`config.mk`:
```
export PLATFORM = sky130hd
export DESIGN_NAME = arinc_tx_chan
export DESIGN_NICKNAME = d
export VERILOG_FILES = /design/src/rtl/arinc_tx_pkg.sv /design/src/rtl/atx_fifo.sv /design/src/rtl/atx_rate_gen.sv /design/src/rtl/atx_serializer.sv /design/src/rtl/arinc_tx_chan.sv
export SDC_FILE = /design/constraint.sdc
export NUM_CORES = 1
export LEC_CHECK = 0
export BUFFER_PORTS_ARGS = -buffer_cell sky130_fd_sc_hd__buf_2
export CAP_MARGIN = 20
export CORE_ASPECT_RATIO = 1.4
export CORE_MARGIN = 2
export CORE_UTILIZATION = 45
export CTS_BUF_LIST = sky130_fd_sc_hd__clkbuf_16
export CTS_CLUSTER_DIAMETER = 150
export DETAILED_ROUTE_END_ITERATION = 10
export GPL_TIMING_DRIVEN = 0
export PLACE_DENSITY = 0.6
export REMOVE_ABC_BUFFERS = 1
export SLEW_MARGIN = 20
export SYNTH_ARGS = -nofsm -noshare
export SYNTH_HDL_FRONTEND = slang
export SYNTH_SLANG_ARGS = --single-unit
```
`constraint.sdc`:
```
create_clock -name clk -period 2.7 [get_ports clk]
set_clock_uncertainty 0.2 [all_clocks]
set_input_delay 0.81 -clock clk [delete_from_list [all_inputs] [get_ports clk]]
set_output_delay 0.81 -clock clk [all_outputs]
set_load 0.02 [all_outputs]
```
`src/rtl/arinc_tx_pkg.sv`:
```
package arinc_tx_pkg;

  localparam int WORD_W = 32;
  localparam int HALF_W = 16;

  typedef enum logic [1:0] {
    PAR_NONE = 2'b00,
    PAR_ODD  = 2'b01,
    PAR_EVEN = 2'b10,
    PAR_RAW  = 2'b11
  } par_mode_e;

  typedef enum logic [1:0] {
    ST_IDLE = 2'b00,
    ST_SEND = 2'b01,
    ST_GAP  = 2'b10
  } tx_state_e;

  // Put the parity bit into bit 31 according to the selected mode
  function automatic logic [WORD_W-1:0] add_parity(logic [WORD_W-1:0] w, par_mode_e m);
    logic [WORD_W-1:0] r;
    r = w;
    case (m)
      PAR_ODD:  r[WORD_W-1] = ~(^w[WORD_W-2:0]);
      PAR_EVEN: r[WORD_W-1] = ^w[WORD_W-2:0];
      default:  r[WORD_W-1] = w[WORD_W-1];
    endcase
    return r;
  endfunction

endpackage

```
`src/rtl/atx_fifo.sv`:
```
module atx_fifo #(
  parameter int W     = 32,
  parameter int DEPTH = 8
) (
  input  logic         clk,
  input  logic         rst_n,
  input  logic         push,
  input  logic [W-1:0] din,
  input  logic         pop,
  output logic [W-1:0] dout,
  output logic         empty,
  output logic         drained,
  output logic         ovf
);
  localparam int AW = (DEPTH > 1) ? $clog2(DEPTH) : 1;
  localparam int CW = $clog2(DEPTH + 1);

  logic [W-1:0]  mem [DEPTH];
  logic [AW-1:0] wp_q, rp_q, wp_d, rp_d;
  logic [CW-1:0] cnt_q, cnt_d;
  logic          ovf_q, ovf_d, drn_q, drn_d;
  logic          full, do_push, do_pop;

  assign full    = (cnt_q == CW'(DEPTH));
  assign empty   = (cnt_q == '0);
  assign do_push = push && !full;
  assign do_pop  = pop && !empty;
  assign dout    = mem[rp_q];

  always_comb begin
    wp_d  = wp_q;
    rp_d  = rp_q;
    cnt_d = cnt_q;
    if (do_push) wp_d = (wp_q == AW'(DEPTH - 1)) ? '0 : wp_q + AW'(1);
    if (do_pop)  rp_d = (rp_q == AW'(DEPTH - 1)) ? '0 : rp_q + AW'(1);
    if (do_push && !do_pop)      cnt_d = cnt_q + CW'(1);
    else if (do_pop && !do_push) cnt_d = cnt_q - CW'(1);
    ovf_d = ovf_q | (push && full);
    drn_d = do_pop && !do_push && (cnt_q == CW'(1));
  end

  always_ff @(posedge clk or negedge rst_n) begin
    if (!rst_n) begin
      wp_q  <= '0;
      rp_q  <= '0;
      cnt_q <= '0;
      ovf_q <= 1'b0;
      drn_q <= 1'b0;
    end else begin
      wp_q  <= wp_d;
      rp_q  <= rp_d;
      cnt_q <= cnt_d;
      ovf_q <= ovf_d;
      drn_q <= drn_d;
    end
  end

  // Storage has no reset; only written entries are ever read
  always_ff @(posedge clk) begin
    if (do_push) mem[wp_q] <= din;
  end

  assign ovf     = ovf_q;
  assign drained = drn_q;

  p_no_overflow_r2: assert property (@(posedge clk) disable iff (!rst_n)
    (push && full && !pop) |=> ($stable(cnt_q) && ovf_q));
  p_count_bound_r2: assert property (@(posedge clk) disable iff (!rst_n)
    cnt_q <= CW'(DEPTH));
  p_ovf_sticky_r2: assert property (@(posedge clk) disable iff (!rst_n)
    ovf_q |=> ovf_q);

endmodule

```
`src/rtl/atx_rate_gen.sv`:
```
module atx_rate_gen #(
  parameter int DW = 16
) (
  input  logic          clk,
  input  logic          rst_n,
  input  logic          run,
  input  logic [DW-1:0] half_div,
  output logic          tick
);
  logic [DW-1:0] cnt_q, cnt_d;

  // A half_div of 0 behaves like 1
  assign tick = run && ((cnt_q + DW'(1)) >= half_div);

  always_comb begin
    if (!run || tick) cnt_d = '0;
    else              cnt_d = cnt_q + DW'(1);
  end

  always_ff @(posedge clk or negedge rst_n) begin
    if (!rst_n) cnt_q <= '0;
    else        cnt_q <= cnt_d;
  end

  p_idle_zero_r4: assert property (@(posedge clk) disable iff (!rst_n)
    !run |=> (cnt_q == '0));

endmodule

```
`src/rtl/atx_serializer.sv`:
```
module atx_serializer
  import arinc_tx_pkg::*;
#(
  parameter int GAP_BITS = 4
) (
  input  logic              clk,
  input  logic              rst_n,
  input  logic              enable,
  input  par_mode_e         mode,
  input  logic              q_empty,
  input  logic [WORD_W-1:0] q_head,
  input  logic              tick,
  output logic              q_pop,
  output logic              busy,
  output logic              line_one,
  output logic              line_zero,
  output logic              eot
);
  localparam int GAP_HALVES = 2 * GAP_BITS;
  localparam int GW         = $clog2(GAP_HALVES);
  localparam int BW         = $clog2(WORD_W);

  tx_state_e         st_q, st_d;
  logic [WORD_W-1:0] sh_q, sh_d;
  logic [BW-1:0]     bit_q, bit_d;
  logic [GW-1:0]     gap_q, gap_d;
  logic              ph_q, ph_d;
  logic              eot_q, eot_d;
  logic              start_ok;

  assign start_ok = enable && !q_empty;

  always_comb begin
    st_d  = st_q;
    sh_d  = sh_q;
    bit_d = bit_q;
    gap_d = gap_q;
    ph_d  = ph_q;
    eot_d = 1'b0;
    q_pop = 1'b0;
    case (st_q)
      ST_IDLE: begin
        if (start_ok) begin
          q_pop = 1'b1;
          st_d  = ST_SEND;
          sh_d  = add_parity(q_head, mode);
          bit_d = '0;
          ph_d  = 1'b0;
        end
      end
      ST_SEND: begin
        if (tick) begin
          if (!ph_q) begin
            ph_d = 1'b1;
          end else begin
            ph_d = 1'b0;
            sh_d = sh_q >> 1;
            if (bit_q == BW'(WORD_W - 1)) begin
              st_d  = ST_GAP;
              gap_d = '0;
            end else begin
              bit_d = bit_q + BW'(1);
            end
          end
        end
      end
      ST_GAP: begin
        if (tick) begin
          if (gap_q == GW'(GAP_HALVES - 1)) begin
            if (start_ok) begin
              q_pop = 1'b1;
              st_d  = ST_SEND;
              sh_d  = add_parity(q_head, mode);
              bit_d = '0;
              ph_d  = 1'b0;
            end else begin
              st_d  = ST_IDLE;
              eot_d = q_empty;
            end
          end else begin
            gap_d = gap_q + GW'(1);
          end
        end
      end
      default: st_d = ST_IDLE;
    endcase
  end

  always_ff @(posedge clk or negedge rst_n) begin
    if (!rst_n) begin
      st_q  <= ST_IDLE;
      sh_q  <= '0;
      bit_q <= '0;
      gap_q <= '0;
      ph_q  <= 1'b0;
      eot_q <= 1'b0;
    end else begin
      st_q  <= st_d;
      sh_q  <= sh_d;
      bit_q <= bit_d;
      gap_q <= gap_d;
      ph_q  <= ph_d;
      eot_q <= eot_d;
    end
  end

  assign busy      = (st_q != ST_IDLE);
  assign line_one  = (st_q == ST_SEND) && !ph_q && sh_q[0];
  assign line_zero = (st_q == ST_SEND) && !ph_q && !sh_q[0];
  assign eot       = eot_q;

  p_lines_excl_r3: assert property (@(posedge clk) disable iff (!rst_n)
    !(line_one && line_zero));
  p_phase_hold_r4: assert property (@(posedge clk) disable iff (!rst_n)
    (st_q == ST_SEND && !tick) |=> $stable(ph_q));
  p_eot_after_gap_r8: assert property (@(posedge clk) disable iff (!rst_n)
    eot_q |-> (st_q == ST_IDLE && $past(st_q) == ST_GAP));
  p_pop_nonempty_r9: assert property (@(posedge clk) disable iff (!rst_n)
    q_pop |-> (enable && !q_empty));

endmodule

```
`src/rtl/arinc_tx_chan.sv`:
```
module arinc_tx_chan
  import arinc_tx_pkg::*;
#(
  parameter int DEPTH    = 8,
  parameter int DIV_W    = 16,
  parameter int GAP_BITS = 4
) (
  input  logic             clk,
  input  logic             rst_n,
  input  logic             wr_en,
  input  logic             wr_upper,
  input  logic [15:0]      wr_data,
  input  logic             tx_enable,
  input  logic [1:0]       par_mode,
  input  logic [DIV_W-1:0] half_div,
  output logic             line_one,
  output logic             line_zero,
  output logic             irq_empty,
  output logic             irq_eot,
  output logic             ovf_flag
);
  logic [1:0]        rs_q;
  logic              rst_s_n;
  logic [HALF_W-1:0] lo_q;
  logic [WORD_W-1:0] head;
  logic              push, pop, empty, tick, busy;

  // Reset asserts at once and leaves after two clock edges
  always_ff @(posedge clk or negedge rst_n) begin
    if (!rst_n) rs_q <= 2'b00;
    else        rs_q <= {rs_q[0], 1'b1};
  end
  assign rst_s_n = rs_q[1];

  always_ff @(posedge clk or negedge rst_s_n) begin
    if (!rst_s_n)              lo_q <= '0;
    else if (wr_en && !wr_upper) lo_q <= wr_data;
  end

  assign push = wr_en && wr_upper;

  atx_fifo #(.W(WORD_W), .DEPTH(DEPTH)) u_fifo (
    .clk     (clk),
    .rst_n   (rst_s_n),
    .push    (push),
    .din     ({wr_data, lo_q}),
    .pop     (pop),
    .dout    (head),
    .empty   (empty),
    .drained (irq_empty),
    .ovf     (ovf_flag)
  );

  atx_rate_gen #(.DW(DIV_W)) u_rate (
    .clk      (clk),
    .rst_n    (rst_s_n),
    .run      (busy),
    .half_div (half_div),
    .tick     (tick)
  );

  atx_serializer #(.GAP_BITS(GAP_BITS)) u_ser (
    .clk       (clk),
    .rst_n     (rst_s_n),
    .enable    (tx_enable),
    .mode      (par_mode_e'(par_mode)),
    .q_empty   (empty),
    .q_head    (head),
    .tick      (tick),
    .q_pop     (pop),
    .busy      (busy),
    .line_one  (line_one),
    .line_zero (line_zero),
    .eot       (irq_eot)
  );

  p_lower_only_r1: assert property (@(posedge clk) disable iff (!rst_s_n)
    (wr_en && !wr_upper) |=> (lo_q == $past(wr_data)));
  p_irq_excl_r7: assert property (@(posedge clk) disable iff (!rst_s_n)
    irq_eot |-> !busy);

endmodule

```
## Yosys cells after proc, flatten, opt, wreduce, memory -nomap -nowiden

Memory sizes are Yosys's and may differ from the RTL's.
Cells that the tools add are included.

- Bits in registers: 90
- Latch bits: 0
- RAM bits: 256
- Bits in read-only memories: 0
- Output and inout bits: 5
- Memories: 1

Memory list:

| memory | words | bits a word | rd ports | clocked after Yosys merged registers in | wr ports | RTL line | RTL |
|---|---|---|---|---|---|---|---|
| u_fifo.mem | 8 | 32 | 1 | 0 | 1 | atx_fifo.sv:18 | `logic [W-1:0] mem [DEPTH];` |

- Add/sub/neg operators: 7
- $mul: 0
- Div/mod/pow operators: 0
- Magnitude comparators: 1
- Equality and inequality tests: 18
- Shifts and indexed selects: 0
- Muxes and demuxes: 49
- Bitwise logic cells: 2
- Reduce and logical (&&, ||, !) cells: 34

Operators by type and width:

| operator | count |
|---|---|
| 2-to-1 mux 32 bit | 5 |
| one-hot mux 32 bit (3 select lines) | 1 |
| XOR reduction 31 bit | 1 |
| 2-to-1 mux 5 bit | 6 |
| 2-to-1 mux 3 bit | 7 |
| AND reduction 6 bit | 3 |
| adder 16 x 1 -> 16 bit, second input constant | 1 |
| greater-or-equal comparator 16 bit | 1 |
| 2-to-1 mux 16 bit | 1 |
| 2-to-1 mux 1 bit | 15 |
| one-hot mux 5 bit (3 select lines) | 1 |
| logical AND 1 bit | 13 |
| 2-to-1 mux 2 bit | 6 |
| != test 2 x 1 -> 1 bit, second input constant | 6 |
| adder 3 x 1 -> 3 bit, second input constant | 3 |
| equality test 3 bit, second input constant | 3 |
| zero test 1 bit | 8 |
| 2-to-1 mux 4 bit | 2 |
| one-hot mux 2 bit (3 select lines) | 1 |
| one-hot mux 3 bit (2 select lines) | 1 |
| nonzero test 2 bit | 3 |
| adder 5 x 1 -> 5 bit, second input constant | 1 |
| equality test 5 bit, second input constant | 1 |
| AND reduction 5 bit | 1 |
| other kinds (16) | 20 |

## Depth between registers and ports, before layout

- Depth after elaboration: 11
- Mapped depth: 17
- Depth with buffers taken out: 17

## Hierarchy

A second synthesis with hierarchy kept.

- Cell total of the unflattened synthesis: 883
- Area total of the unflattened synthesis: 14797.9 um2

Modules (own cells, without submodules):

| module | instances | cells an instance | area each (um2) |
|---|---|---|---|
| atx_fifo | 1 | 436 | 10316.1 |
| atx_serializer | 1 | 277 | 2418.6 |
| atx_rate_gen | 1 | 131 | 1338.8 |
| arinc_tx_chan | 1 | 39 | 724.4 |

## Worst setup path after synthesis

No wires, ideal clock.

- Kind: input to register
- From: in wr_en
- To: mem u_fifo.mem[0][0], enable pin
- Arrival: 3.405 ns
- Data required time: 2.039 ns
- Slack: -1.366 ns
- Cell stages on the path: 4
- Path through: nand3_1 -> inv_2 -> nand2b_1 -> nor3_1

- Word-level cells in the longest chain between the ends: 4

RTL lines:

| what | RTL line | RTL |
|---|---|---|
| from (decl) | arinc_tx_chan.sv:10 | `input logic wr_en,` |
| logical AND 1 bit | arinc_tx_chan.sv:40 | `assign push = wr_en && wr_upper;` |
| logical AND 1 bit | atx_fifo.sv:26 | `assign do_push = push && !full;` |
| via u_fifo.do_push | atx_fifo.sv:22 | `logic full, do_push, do_pop;` |
| 2-to-1 mux 1 bit | atx_fifo.sv:60 | `if (do_push) mem[wp_q] <= din;` |
| 2-to-1 mux 1 bit (implied by the code) | atx_fifo.sv:60 |  |
| to (decl) | atx_fifo.sv:18 |  |

The timed path passes the listed nets, and every way through them passes these cells.

## Worst setup path after layout

- From: reg u_rate.cnt_q[3]
- To: reg u_fifo.cnt_q[3]

- Word-level cells in the longest chain between the ends: 9
- Elaborated cells on any way between the ends: 11

RTL lines:

| what | RTL line | RTL |
|---|---|---|
| from (decl) | atx_rate_gen.sv:10 | `logic [DW-1:0] cnt_q, cnt_d;` |
| from (signal assigned) | atx_rate_gen.sv:22 | `else cnt_q <= cnt_d;` |
| adder 16 x 1 -> 16 bit * | atx_rate_gen.sv:13 | `assign tick = run && ((cnt_q + DW'(1)) >= half_div);` |
| greater-or-equal comparator 16 bit * | atx_rate_gen.sv:13 |  |
| logical AND 1 bit * | atx_rate_gen.sv:13 |  |
| 2-to-1 mux 1 bit * | atx_serializer.sv:68 | `if (tick) begin` |
| one-hot mux 1 bit (2 select lines) * | atx_serializer.sv:41 | `case (st_q)` |
| logical AND 1 bit * | atx_fifo.sv:27 | `assign do_pop = pop && !empty;` |
| zero test 1 bit | atx_fifo.sv:36 | `if (do_push && !do_pop) cnt_d = cnt_q + CW'(1);` |
| logical AND 1 bit | atx_fifo.sv:36 |  |
| 2-to-1 mux 4 bit / nonzero test 2 bit (equally long branches) | - |  |
| to (signal assigned) | atx_fifo.sv:52 | `cnt_q <= cnt_d;` |
| to (decl) | atx_fifo.sv:20 | `logic [CW-1:0] cnt_q, cnt_d;` |

Mark *: on every way between the ends. The rest lies on a longest branch, timed or not.
A chain may end at the register's enable or synchronous reset.

==> results.cfg <==
[outcome]
outcome = finished, violations left
violations = negative setup slack

[worst_setup_path]
path_delay_family = simple AND/OR/NAND/NOR gates
cp_max_fo = 3
path_class = flip-flop to flip-flop
crit_path_end = u_fifo.cnt_q[3]$_DFFE_PN0P_
endpoint_kind = flip-flop
cp_slowest_stage_delay_ns = 0.41
ff2ff_path_depth = 19
cp_num_buf_inv = 2
rr_startpoint = u_rate.cnt_q[3]$_DFF_PN0_
cp.depth = 19
ff2ff_setup_slack_ns = -1.13
crit_arrival_ns = 4.06
crit_chain = nand3_2 > nor2_4 > buf_6 > nand2_4 > or2_4 > nor2_4 > xnor2_2 > ha_1 > nand4_1 > nor2_1 > o21ai_2 > o221ai_4 > buf_6 > nand2_4 > a21o_4 > ha_4 > or4_4 > a21oi_2 > xor2_1
timing.rr.end = u_fifo.cnt_q[3]$_DFFE_PN0P_
slowest_stage = or4_4
crit_path_start_kind = flip-flop
critPathRequiredTime_ns = 2.93
startpoint = u_rate.cnt_q[3]$_DFF_PN0_

[detailed_routing]
firstDrtPassIters = 4
first_iter_violations = 380
wire_per_inst_um = 21.88
vias = 7804
viasPerCell = 5.480
wirelength_um = 31160
ant_nets = 0
remaining_drc_errors = 0

[power]
p_total_mw = 18.77
leakagePower_nw = 7.026
powerDensity_nw_per_um2 = 1032
peakVddDrop_mv = 0.5997

[grt]
grt_pass1_vias = 8294
antenna_found_initial = 0
grt_pass1_wl_um = 48330
grt_max_degree = 41
gr-usage-all-layers_pct = 19.10
overflow = 0

[sta]
period_share_pct = 141.8
rsz0062_at_grt = yes
slew_violations = 0
worstMarginPinSlew_ns = 0.6301
fmax_mhz = 261.2
finalSetupTns_ns = -61.97
fin_ws_ns = -1.128
period_minus_slack_ns = 3.828
max_slew_margin_pct = 57.90
finalHoldViolCount = 0
finalSetupViolations = 68
whs_ns = 0.04323

[synth]
synth_ff_type = edfxtp_1
syn_inst = 850
synth-edff-count = 256
synth_area_um2 = 14520
yosysWarnings = 0
synth_cell_types = 49
synth_seq_cells = 346
seq_area_frac_synth_pct = 68.44
postSynth.asyncResetShare_pct = 26.01
synth.avg_cell_area_um2 = 17.09

[clock_network]
cts.reportedPaths.clkPinSlew_ns = 0.07
clockBufferDepth = 3
clock-sinks = 346
cts_tree = done
cts_max_level = 2
clk_latency_ns = 0.51
clockRootBuffer = clkbuf_16
cts_buffers = 34

[die]
coreArea_um2 = 31700
die_w_um = 155.8
rows = 77
initial_core_util_pct = 45.82
die_area_um2 = 33750
die_h_um = 216.6
io_pins = 44

[placed_design]
dp_hpwl_um = 18220
port_buffers = 43
gp_congestion = 0.7291
post-place-ws_ns = -2.201

[final_layout]
nNetsFinal = 1075
n_antenna_cell = 0
nFillCells = 2397
area_growth_pct = 25.22
final_cell_mix = edfxtp_1 (256), dfrtp_1 (82), mux4_2 (64)
layout_commonest_cell = edfxtp_1
drive_gt1_share_pct = 38.97
finalCoreUtilization_pct = 57.38

[min_path]
hp-class = flip-flop to asynchronous set/reset pin

[run]
drv_cap = 0
-- worst reg2reg max path: cells and delay by family (launching register included) --
kind                       cells  cell delay, ns
AOI/OAI and AO/OA              4            0.68
xor gates and xnor gates       2            0.25
adders and majority gates      2            0.46
buffers and inverters          2            0.27
DFF                            1            0.39
and+or+nand+nor                9            1.51
-- cells by family (layout without fill, tap and decap cells) --
group	Yosys count	in the layout	synth area share (%)
AO/OA/AOI/OAI	71	71	2.929
multiplexers	150	150	16.33
buffers and inverters	64	243	2.042
adder cells (fa/ha/maj)	32	32	2.757
flip-flops	346	346	68.44
other	1	1	0.02582
XOR/XNOR	48	48	2.895
AND/OR/NAND/NOR	138	138	4.583
-- how the worst min path moves through the flow --
stage / cells after the start / slack (ns) / to
after global placement: 0 / 0.14 / rs_q[1]$_DFF_PN0_
after global routing: 0 / 0.08 / lo_q[2]$_DFFE_PN0P_
after detailed placement: 0 / 0.06 / lo_q[2]$_DFFE_PN0P_
final: 0 / 0.04 / lo_q[2]$_DFFE_PN0P_
after CTS: 0 / 0.07 / lo_q[2]$_DFFE_PN0P_
after floorplan: 0 / 0.13 / rs_q[1]$_DFF_PN0_
-- flip-flops by register name (all words and copies together), names as in the netlist, 2 cells and up --
signal	count
lo_q	16
rs_q	2
u_fifo.cnt_q	4
u_fifo.mem	256
u_fifo.rp_q	3
u_fifo.wp_q	3
u_rate.cnt_q	16
u_ser.bit_q	5
u_ser.gap_q	3
u_ser.sh_q	32
u_ser.st_q	2
-- layer usage --
metal	GRT usage [%]	routed length (um)
met1	24.19	13070
met2	34.51	16570
met3	2.699	869
met4	4.862	650
met5	0	0
-- Yosys cell counts (all sizes together) (2+ instances only) --
cell type  number  share of area [%]
ha             32                2.8
a21o            9               0.47
o21bai          2               0.10
nand3          13               0.45
nor2           20               0.52
nand2          54                1.4
xor2           11               0.66
dfrtp          90                 16
and3            2              0.086
nor2b          17               0.73
nand3b          2               0.10
mux2i          33                2.3
a21oi           5               0.17
buf            17               0.83
nand4           8               0.34
and2            3               0.13
or4             2               0.10
inv            28               0.72
edfxtp        256                 53
mux4           64                9.9
clkbuf         19               0.49
mux2           53                4.1
nor3            6               0.21
nand2b          6               0.26
a22o            3               0.18
o21ai          44                1.5
xnor2          37                2.2
-- power breakdown --
part	switching, mW	internal (mW)	total, mW
Clock	1.95	2.84	4.79
Combinational	3.33	3.61	6.95
Sequential	0.553	6.48	7.04
Total	5.83	12.9	18.8
-- cell type report --
type,count,area (um2),share of cell area (%)
flip-flops and latches,346,9960,54.76
multi-input cells,440,4882,26.85
repair buffers,154,1603,8.813
clock buffers,35,875.8,4.816
well taps,395,494.2,2.718
clock inverters,26,256.5,1.410
inverters,28,115.1,0.6330
-- per-stage QoR --
step,cells,cell area [um2]
after floorplan,814,14330
after CTS,1416,17910
final,1424,18190
after detailed placement,1281,15660
after global placement,1252,15040
after global routing,1424,18190
-- repair_timing --
item | CTS | global route
buffers inserted | 88 | 13
gates cloned | 4 | 0
endpoints found under the setup margin | 281 | 114
pin swaps | 37 | 25
resized for setup | 101 | 66
hold buffers | 1 | 0
hold endpoints to repair | 2 | 0
Note: power is estimated with default switching activity, not from simulation.
